## src/rtl/led_dim_pkg.sv

```systemverilog
package led_dim_pkg;

    localparam int CNT_W  = 8;
    localparam int SEL_W  = 2;
    localparam int NUM_CH = 2;

    localparam logic [CNT_W-1:0] PSC_DEFAULT  = 8'h00;
    localparam logic [CNT_W-1:0] DUTY_DEFAULT = 8'h80;

    typedef enum logic [SEL_W-1:0] {
        SRC_RELEASE = 2'b00,
        SRC_LOW     = 2'b01,
        SRC_CH0     = 2'b10,
        SRC_CH1     = 2'b11
    } pad_src_e;

    typedef struct packed {
        logic [CNT_W-1:0] psc;
        logic [CNT_W-1:0] duty;
    } dim_cfg_t;

    typedef struct packed {
        logic sink;
        logic oe;
    } pad_drv_t;

    function automatic pad_drv_t pad_decode(pad_src_e src, logic ch0_on, logic ch1_on);
        pad_drv_t drv;
        logic     lit;
        case (src)
            SRC_LOW:  lit = 1'b1;
            SRC_CH0:  lit = ch0_on;
            SRC_CH1:  lit = ch1_on;
            default:  lit = 1'b0;
        endcase
        drv.sink = lit;
        drv.oe   = lit;
        return drv;
    endfunction

endpackage

```

## src/rtl/dim_tick_gen.sv

```systemverilog
module dim_tick_gen #(
    parameter int DIV = 3052
) (
    input  logic clk,
    input  logic rst,
    output logic tick_o
);
    generate
        if (DIV <= 1) begin : g_every
            assign tick_o = !rst;
        end else begin : g_count
            localparam int CW = $clog2(DIV);
            localparam logic [CW-1:0] LAST = CW'(DIV - 1);
            logic [CW-1:0] cnt_q;

            always_ff @(posedge clk) begin
                if (rst)                cnt_q <= '0;
                else if (cnt_q == LAST) cnt_q <= '0;
                else                    cnt_q <= cnt_q + 1'b1;
            end

            assign tick_o = !rst && (cnt_q == LAST);
        end
    endgenerate
endmodule

```

## src/rtl/dim_channel.sv

```systemverilog
module dim_channel
    import led_dim_pkg::*;
(
    input  logic             clk,
    input  logic             rst,
    input  logic             tick_i,
    input  dim_cfg_t         cfg_i,
    output logic             on_o,
    output logic [CNT_W-1:0] phase_o,
    output logic [CNT_W-1:0] duty_o
);
    dim_cfg_t         act_q;
    logic [CNT_W-1:0] pre_q;
    logic [CNT_W-1:0] phase_q;
    logic             step;
    logic             wrap;

    assign step = tick_i && (pre_q == act_q.psc);
    assign wrap = step && (phase_q == '1);

    always_ff @(posedge clk) begin
        if (rst) begin
            act_q.psc  <= PSC_DEFAULT;
            act_q.duty <= DUTY_DEFAULT;
            pre_q      <= '0;
            phase_q    <= '0;
        end else if (tick_i) begin
            pre_q <= step ? '0 : pre_q + 1'b1;
            if (step) phase_q <= phase_q + 1'b1;
            if (wrap) act_q   <= cfg_i;
        end
    end

    assign on_o    = phase_q < act_q.duty;
    assign phase_o = phase_q;
    assign duty_o  = act_q.duty;
endmodule

```

## src/rtl/dim_pad_mux.sv

```systemverilog
module dim_pad_mux
    import led_dim_pkg::*;
#(
    parameter int NUM_PINS = 16
) (
    input  logic [SEL_W*NUM_PINS-1:0] sel_i,
    input  logic [NUM_CH-1:0]         ch_on_i,
    output logic [NUM_PINS-1:0]       sink_o,
    output logic [NUM_PINS-1:0]       oe_o
);
    generate
        for (genvar p = 0; p < NUM_PINS; p++) begin : g_pad
            pad_drv_t drv;
            assign drv       = pad_decode(pad_src_e'(sel_i[SEL_W*p +: SEL_W]),
                                          ch_on_i[0], ch_on_i[1]);
            assign sink_o[p] = drv.sink;
            assign oe_o[p]   = drv.oe;
        end
    endgenerate
endmodule

```

## src/rtl/led_dim_engine.sv

```systemverilog
module led_dim_engine
    import led_dim_pkg::*;
#(
    parameter int NUM_PINS = 16,
    parameter int TICK_DIV = 3052
) (
    input  logic                      clk,
    input  logic                      rst,
    input  logic [CNT_W-1:0]          cfg_psc0,
    input  logic [CNT_W-1:0]          cfg_duty0,
    input  logic [CNT_W-1:0]          cfg_psc1,
    input  logic [CNT_W-1:0]          cfg_duty1,
    input  logic [SEL_W*NUM_PINS-1:0] cfg_sel,
    output logic [NUM_PINS-1:0]       led_sink,
    output logic [NUM_PINS-1:0]       led_oe
);
    logic                             tick;
    dim_cfg_t                         ch_cfg [NUM_CH];
    logic [NUM_CH-1:0]                ch_on;
    logic [NUM_CH-1:0][CNT_W-1:0]     ch_phase;
    logic [NUM_CH-1:0][CNT_W-1:0]     ch_duty;
    logic [NUM_PINS-1:0]              sink_d;
    logic [NUM_PINS-1:0]              oe_d;

    assign ch_cfg[0] = '{psc: cfg_psc0, duty: cfg_duty0};
    assign ch_cfg[1] = '{psc: cfg_psc1, duty: cfg_duty1};

    dim_tick_gen #(.DIV(TICK_DIV)) u_tick (
        .clk    (clk),
        .rst    (rst),
        .tick_o (tick)
    );

    generate
        for (genvar c = 0; c < NUM_CH; c++) begin : g_ch
            dim_channel u_ch (
                .clk     (clk),
                .rst     (rst),
                .tick_i  (tick),
                .cfg_i   (ch_cfg[c]),
                .on_o    (ch_on[c]),
                .phase_o (ch_phase[c]),
                .duty_o  (ch_duty[c])
            );
        end
    endgenerate

    dim_pad_mux #(.NUM_PINS(NUM_PINS)) u_mux (
        .sel_i   (cfg_sel),
        .ch_on_i (ch_on),
        .sink_o  (sink_d),
        .oe_o    (oe_d)
    );

    always_ff @(posedge clk) begin
        if (rst) begin
            led_sink <= '0;
            led_oe   <= '0;
        end else begin
            led_sink <= sink_d;
            led_oe   <= oe_d;
        end
    end
endmodule

```

## config.mk

```make
export PLATFORM = sky130hd
export DESIGN_NAME = led_dim_engine
export DESIGN_NICKNAME = d
export VERILOG_FILES = /design/src/rtl/led_dim_pkg.sv /design/src/rtl/dim_tick_gen.sv /design/src/rtl/dim_channel.sv /design/src/rtl/dim_pad_mux.sv /design/src/rtl/led_dim_engine.sv
export SDC_FILE = /design/constraint.sdc
export NUM_CORES = 1
export LEC_CHECK = 0
export BUFFER_PORTS_ARGS = -buffer_cell sky130_fd_sc_hd__buf_2
export CORE_ASPECT_RATIO = 1.75
export CORE_MARGIN = 5
export CORE_UTILIZATION = 58
export CTS_BUF_LIST = sky130_fd_sc_hd__clkbuf_4 sky130_fd_sc_hd__clkbuf_8
export DETAILED_ROUTE_END_ITERATION = 12
export HOLD_SLACK_MARGIN = 0.06
export PLACE_DENSITY = 0.91
export SLEW_MARGIN = 25
export SYNTH_ARGS = -nofsm -noshare
export SYNTH_HDL_FRONTEND = slang
export SYNTH_HIERARCHICAL = 1
export SYNTH_SLANG_ARGS = --single-unit
```

## constraint.sdc

```tcl
create_clock -name clk -period 3.4 [get_ports clk]
set_input_delay 0 -clock clk [delete_from_list [all_inputs] [get_ports clk]]
set_output_delay 0 -clock clk [all_outputs]
set_load 0.01 [all_outputs]
```

==> results of run 1 <==
==> metal layers <==
metal / part of all wire [%] / GRT usage, %
met1: 40 / 24.0
met2: 54 / 42.0
met3: 5.1 / 2.65
met4: 1.6 / 7.71
met5: 0 / 0
==> worst max-delay path: stages, from the launching register on <==
cell	delay, ns
dfxtp_1	0.37
inv_1	0.06
ha_1	0.30
and3_1	0.20
a221oi_1	0.27
and2_1	0.74
a21oi_1	0.17
a31oi_1	0.22
dlygate4sd3_1	0.58
nor2b_1	0.12
==> placed cells by master (no fill, tap or decap), types with 3 or more instances in the layout <==
cell type	instances
a21o_1	4
a21oi_1	18
a21oi_2	11
a31oi_1	16
and3_1	7
and4_1	4
buf_2	97
buf_4	6
clkbuf_8	11
dfxtp_1	108
dlygate4sd3_1	64
ha_1	19
inv_1	19
mux2_2	4
mux2i_1	32
nand2_1	10
nand2b_1	8
nand3_1	10
nand4_1	12
nor2_1	65
nor2b_1	36
nor4_1	6
o21ai_0	4
o31ai_1	3
or3_1	3
or4_1	3
xnor2_1	28
xor2_1	11
==> worst paths after layout <==
path / start / to / cells after the start
worst min-delay path: rst / g_ch[0].u_ch/pre_q[1] / 5
worst max register to register: g_ch[0].u_ch/duty_o[7] / led_oe[15] / 9
worst min register to register: g_ch[0].u_ch/duty_o[1] / g_ch[0].u_ch/duty_o[1] / 2
worst max-delay path: g_ch[0].u_ch/duty_o[7] / led_oe[15] / 9
==> through the flow <==
step | total power, mW | setup slack, ns | util (%)
final | 2.27 | 0.284 | 74.6
after global routing | 2.36 | 0.0826 | 74.6
after CTS | 2.27 | 0.360 | 74.6
after floorplan | 1.41 | 0.437 | -
after detailed placement | 1.48 | 0.511 | 64.7
after global placement | 1.47 | 0.647 | 64.7
==> power groups by stage <==
stage,clock network [mW],logic [mW],registers (mW)
2_1_floorplan,0,0.0676,1.35
3_3_place_gp,0,0.142,1.33
3_5_place_dp,0,0.149,1.33
4_1_cts,0.765,0.206,1.30
5_1_grt,0.826,0.228,1.31
6_report,0.752,0.211,1.30
==> final cells by class <==
cell class,instances,area [um^2],area share (%)
multi-input combinational,348,2500,40.1
sequential,108,2160,34.6
timing repair buffer,167,1170,18.8
clock buffer,11,151,2.42
tap,115,144,2.30
inverter,19,71.3,1.14
clock inverter,5,41.3,0.661
==> registers in the layout, indices dropped and copies added (netlist names) <==
signal,cells
g_ch.u_ch/act_q,16
g_ch.u_ch/duty_o,16
led_sink,16
g_ch.u_ch/pre_q,16
u_tick/g_count.cnt_q,12
g_ch.u_ch/phase_o,16
led_oe,16
==> repair_timing <==
action | CTS | global route
buffers inserted | 0 | 0
hold buffers | 64 | 0
endpoints found under the hold margin | 64 | 0
==> flow_summary.json, run 1 <==
{
  "rsz0062_at_grt": "no",
  "fin_nets": 738,
  "hold_class": "input port to flip-flop",
  "cap_violations": 0,
  "portBuffers": 97,
  "rows": 44,
  "p_comb_share_pct": 9.3,
  "ir_worst_vdd_mv": 0.325,
  "cp.arrival_ns": 3.41,
  "switching_share_pct": 23.8,
  "worstPathRequired_ns": 3.69,
  "synth_warnings": 6,
  "io_pins": 98,
  "slew_headroom_pct": 39.1,
  "p_leak_nw": 2.45,
  "final_hold_viol_count": 0,
  "placedCellCount": 693,
  "switchingPower_mw": 0.540,
  "fill_cells": 560,
  "cts_max_level": 3,
  "start_kind": "flip-flop",
  "grt_max_degree": 97,
  "syn-num-nets": 594,
  "die-area_um2": 10600,
  "grt_pass1_wl_mm": 18.8,
  "antenna_cells": 0,
  "drt-initial-drc-count": 187,
  "cts_made_buffers": 9,
  "initial_utilization_pct": 59.7,
  "syn2layout_area_growth_pct": 25.1,
  "cts.sinks": 108,
  "fin_area_um2": 6240,
  "p_seq_share_pct": 57.5,
  "cts_tree": "built",
  "die_w_um": 80.1,
  "syn_area_um2": 4990,
  "critPathMaxFanout": 16,
  "power_density_nw_per_um2": 363,
  "min_period_ns": 3.12,
  "route.detailed.drc": 0,
  "die_y_um": 133,
  "status": "finished, final reports clean",
  "fmaxAchievable_ghz": 0.321,
  "antenna_found_initial": 0,
  "fin_crit_sh_pct": 91.7,
  "clockBufferDepth": 2,
  "r2r_setup_slack_ns": 0.28,
  "routed_wl_mm": 11.6,
  "setup_viol": 0,
  "cts_root_buffer": "clkbuf_8",
  "worst-setup-path-type": "flip-flop to flip-flop",
  "clk_pin_slew_worst_paths_ns": 0.10,
  "end_kind": "flip-flop",
  "num_vias": 4091,
  "clockPowerShare_pct": 33.1,
  "core_um2": 8370,
  "netlist_instances": 509,
  "cts_resized": 0,
  "clock_latency_ns": 0.37,
  "power.internal_mw": 1.73,
  "fin_setup_tns_ns": 0,
  "synth_area_per_cell_um2": 9.81,
  "hpwl_mm": 7.56,
  "dr.pass1.iters": 4,
  "fin_skew_ns": 0.0138,
  "stdcell_count": 773,
  "avgRoutedWirePerCell_um": 15.0,
  "routabilityCongestion": 0.817,
  "ant_nets": 0,
  "grt_overflow": 0,
  "viasPerCell": 5.29,
  "grtUsageTotal_pct": 22.0,
  "slew_violations": 0,
  "timing.hold.ws_ns": 0.137,
  "grt_pass1_vias": 4158,
  "place_area_um2": 5410,
  "drive_gt1_share_pct": 22.9,
  "worst_pin_slew_ns": 0.913
}
Note: power is estimated with default switching activity, not from simulation.
==> inputs of run 2 (changes only) <==
Settings changed: RECOVER_POWER from default to 50.
==> flow_summary.json, run 2 (synthesized netlist as in run 1, its figures left out) <==
{
  "switchingPower_mw": 0.538,
  "portBuffers": 97,
  "initial_utilization_pct": 59.7,
  "rsz0062_at_grt": "no",
  "rows": 44,
  "cap_violations": 1,
  "worstPathRequired_ns": 3.69,
  "place_area_um2": 5410,
  "cp-endpoint": "led_oe[15]",
  "cts_max_level": 3,
  "fill_cells": 591,
  "fin_setup_tns_ns": 0,
  "fin_crit_sh_pct": 92.1,
  "core_um2": 8370,
  "violations": "max-capacitance violations, max-slew violations",
  "clk_pin_slew_worst_paths_ns": 0.10,
  "post-cts-setup-buffers": 0,
  "crit_family": "simple AND/OR/NAND/NOR gates",
  "cts_tree": "built",
  "antenna_found_initial": 0,
  "die_y_um": 133,
  "grt_pass1_wl_mm": 18.8,
  "cp_slowest_cell": "and2_1",
  "grt_pass1_vias": 4158,
  "utilization_pct": 73.9,
  "cp.arrival_ns": 3.42,
  "clockBufferDepth": 2,
  "routabilityCongestion": 0.817,
  "switching_share_pct": 23.8,
  "placedCellCount": 693,
  "power.internal_mw": 1.72,
  "hold_class": "input port to flip-flop",
  "worst-setup-path-type": "flip-flop to flip-flop",
  "io_pins": 98,
  "cts_made_buffers": 9,
  "p_leak_nw": 2.32,
  "min_period_ns": 3.13,
  "r2r_setup_slack_ns": 0.27,
  "critPathMaxFanout": 16,
  "dr.pass1.iters": 4,
  "critPathMaxStageDelay_ns": 0.74,
  "final_common_cell": "dfxtp_1",
  "final_cell_mix": "108 x dfxtp_1, 65 x nor2_1, 65 x buf_2",
  "clockPowerShare_pct": 33.2,
  "power_density_nw_per_um2": 365,
  "syn2layout_area_growth_pct": 23.8,
  "clock_latency_ns": 0.37,
  "seqCellArea_um2": 2160,
  "p_comb_share_pct": 9.0,
  "fmaxAchievable_ghz": 0.319,
  "multi_input_area_um2": 2480,
  "route.detailed.drc": 0,
  "drive_gt1_share_pct": 17.6,
  "ant_nets": 0,
  "final_hold_viol_count": 0,
  "antenna_cells": 0,
  "hpwl_mm": 7.56,
  "end_kind": "flip-flop",
  "routed_wl_mm": 11.6,
  "slew_violations": 11,
  "timing.hold.ws_ns": 0.133,
  "grt_max_degree": 97,
  "num_vias": 4101,
  "cts.sinks": 108,
  "cp-startpoint": "g_ch[0].u_ch/duty_o[7]",
  "worst_r2r_endpoint": "led_oe[15]",
  "ir_worst_vdd_mv": 0.325,
  "crit_path_cell_trace": "inv_1 > ha_1 > and3_1 > a221oi_1 > and2_1 > a21oi_1 > a31oi_1 > dlygate4sd3_1 > nor2b_1",
  "r2r_cells": 9,
  "drt-initial-drc-count": 169,
  "worst_pin_slew_ns": 1.71,
  "setup_viol": 0,
  "path_buf_inv": 2,
  "grt_overflow": 0,
  "grtUsageTotal_pct": 22.0,
  "r2r_start": "g_ch[0].u_ch/duty_o[7]",
  "viasPerCell": 5.31,
  "die_w_um": 80.1,
  "hold_start": "rst",
  "start_kind": "flip-flop",
  "path_depth": 9,
  "slew_headroom_pct": -15.7,
  "p_seq_share_pct": 57.8,
  "cts_root_buffer": "clkbuf_8",
  "die-area_um2": 10600,
  "fin_nets": 738,
  "avgRoutedWirePerCell_um": 15.1,
  "fin_skew_ns": 0.0136,
  "stdcell_count": 773,
  "status": "finished, violations left",
  "fin_area_um2": 6180
}
-- run 2: cell types whose count changed in the layout (fill, tap and decap cells not counted), sizes merged --
cell / before / now
buf: 103 / 70
clkbuf: 11 / 44
-- run 2: final cells by class --
type,instances,area share (%)
multi-input combinational,348,40.2
sequential,108,35.0
timing repair buffer,167,18.3
clock buffer,11,2.45
tap,115,2.33
inverter,19,1.15
clock inverter,5,0.668
-- run 2: stage by stage --
stage	setup WS (ns)	total power, mW
final	0.267	2.26
after global routing	0.0613	2.35
after CTS	0.360	2.27
after detailed placement	0.511	1.48
after global placement	0.647	1.47
after floorplan	0.437	1.41
-- run 2: worst min path at each step --
| stage | endpoint | slack, ns | cells after the start |
|---|---|---|---|
| global placement | g_ch[0].u_ch/act_q[14] | 0.23 | 3 |
| detailed placement | g_ch[0].u_ch/act_q[9] | 0.24 | 3 |
| global route | g_ch[0].u_ch/pre_q[1] | 0.17 | 5 |
| finish | g_ch[0].u_ch/pre_q[1] | 0.13 | 5 |
| CTS | g_ch[0].u_ch/pre_q[1] | 0.11 | 5 |
| floorplan | u_tick/g_count.cnt_q[10] | 0.07 | 1 |
-- run 2: power groups by stage --
stage | Sequential (mW) | Combinational [mW] | Clock [mW]
floorplan | 1.35 | 0.0676 | 0
global placement | 1.33 | 0.142 | 0
detailed placement | 1.33 | 0.149 | 0
CTS | 1.30 | 0.206 | 0.765
global route | 1.31 | 0.220 | 0.826
finish | 1.31 | 0.203 | 0.749
-- run 2: worst min-delay path, cell delays in order --
cell and delay (ns):
buf_2 0.10, nor2_1 0.07, buf_4 0.15, nand3b_1 0.08, a21oi_1 0.06
-- run 2: metal layers --
layer	vias up	GRT usage (%)	part of all wire, %
met2	111	42.0	54
met1	1937	24.0	39
met4	0	7.71	1.5
li1	2040	-	-
met3	13	2.65	5.3
met5	-	0	0
-- run 2: repair_timing --
item                                   in CTS  in global routing
hold buffers                               64                  0
resized for setup                           0                  0
endpoints found under the hold margin      64                  0
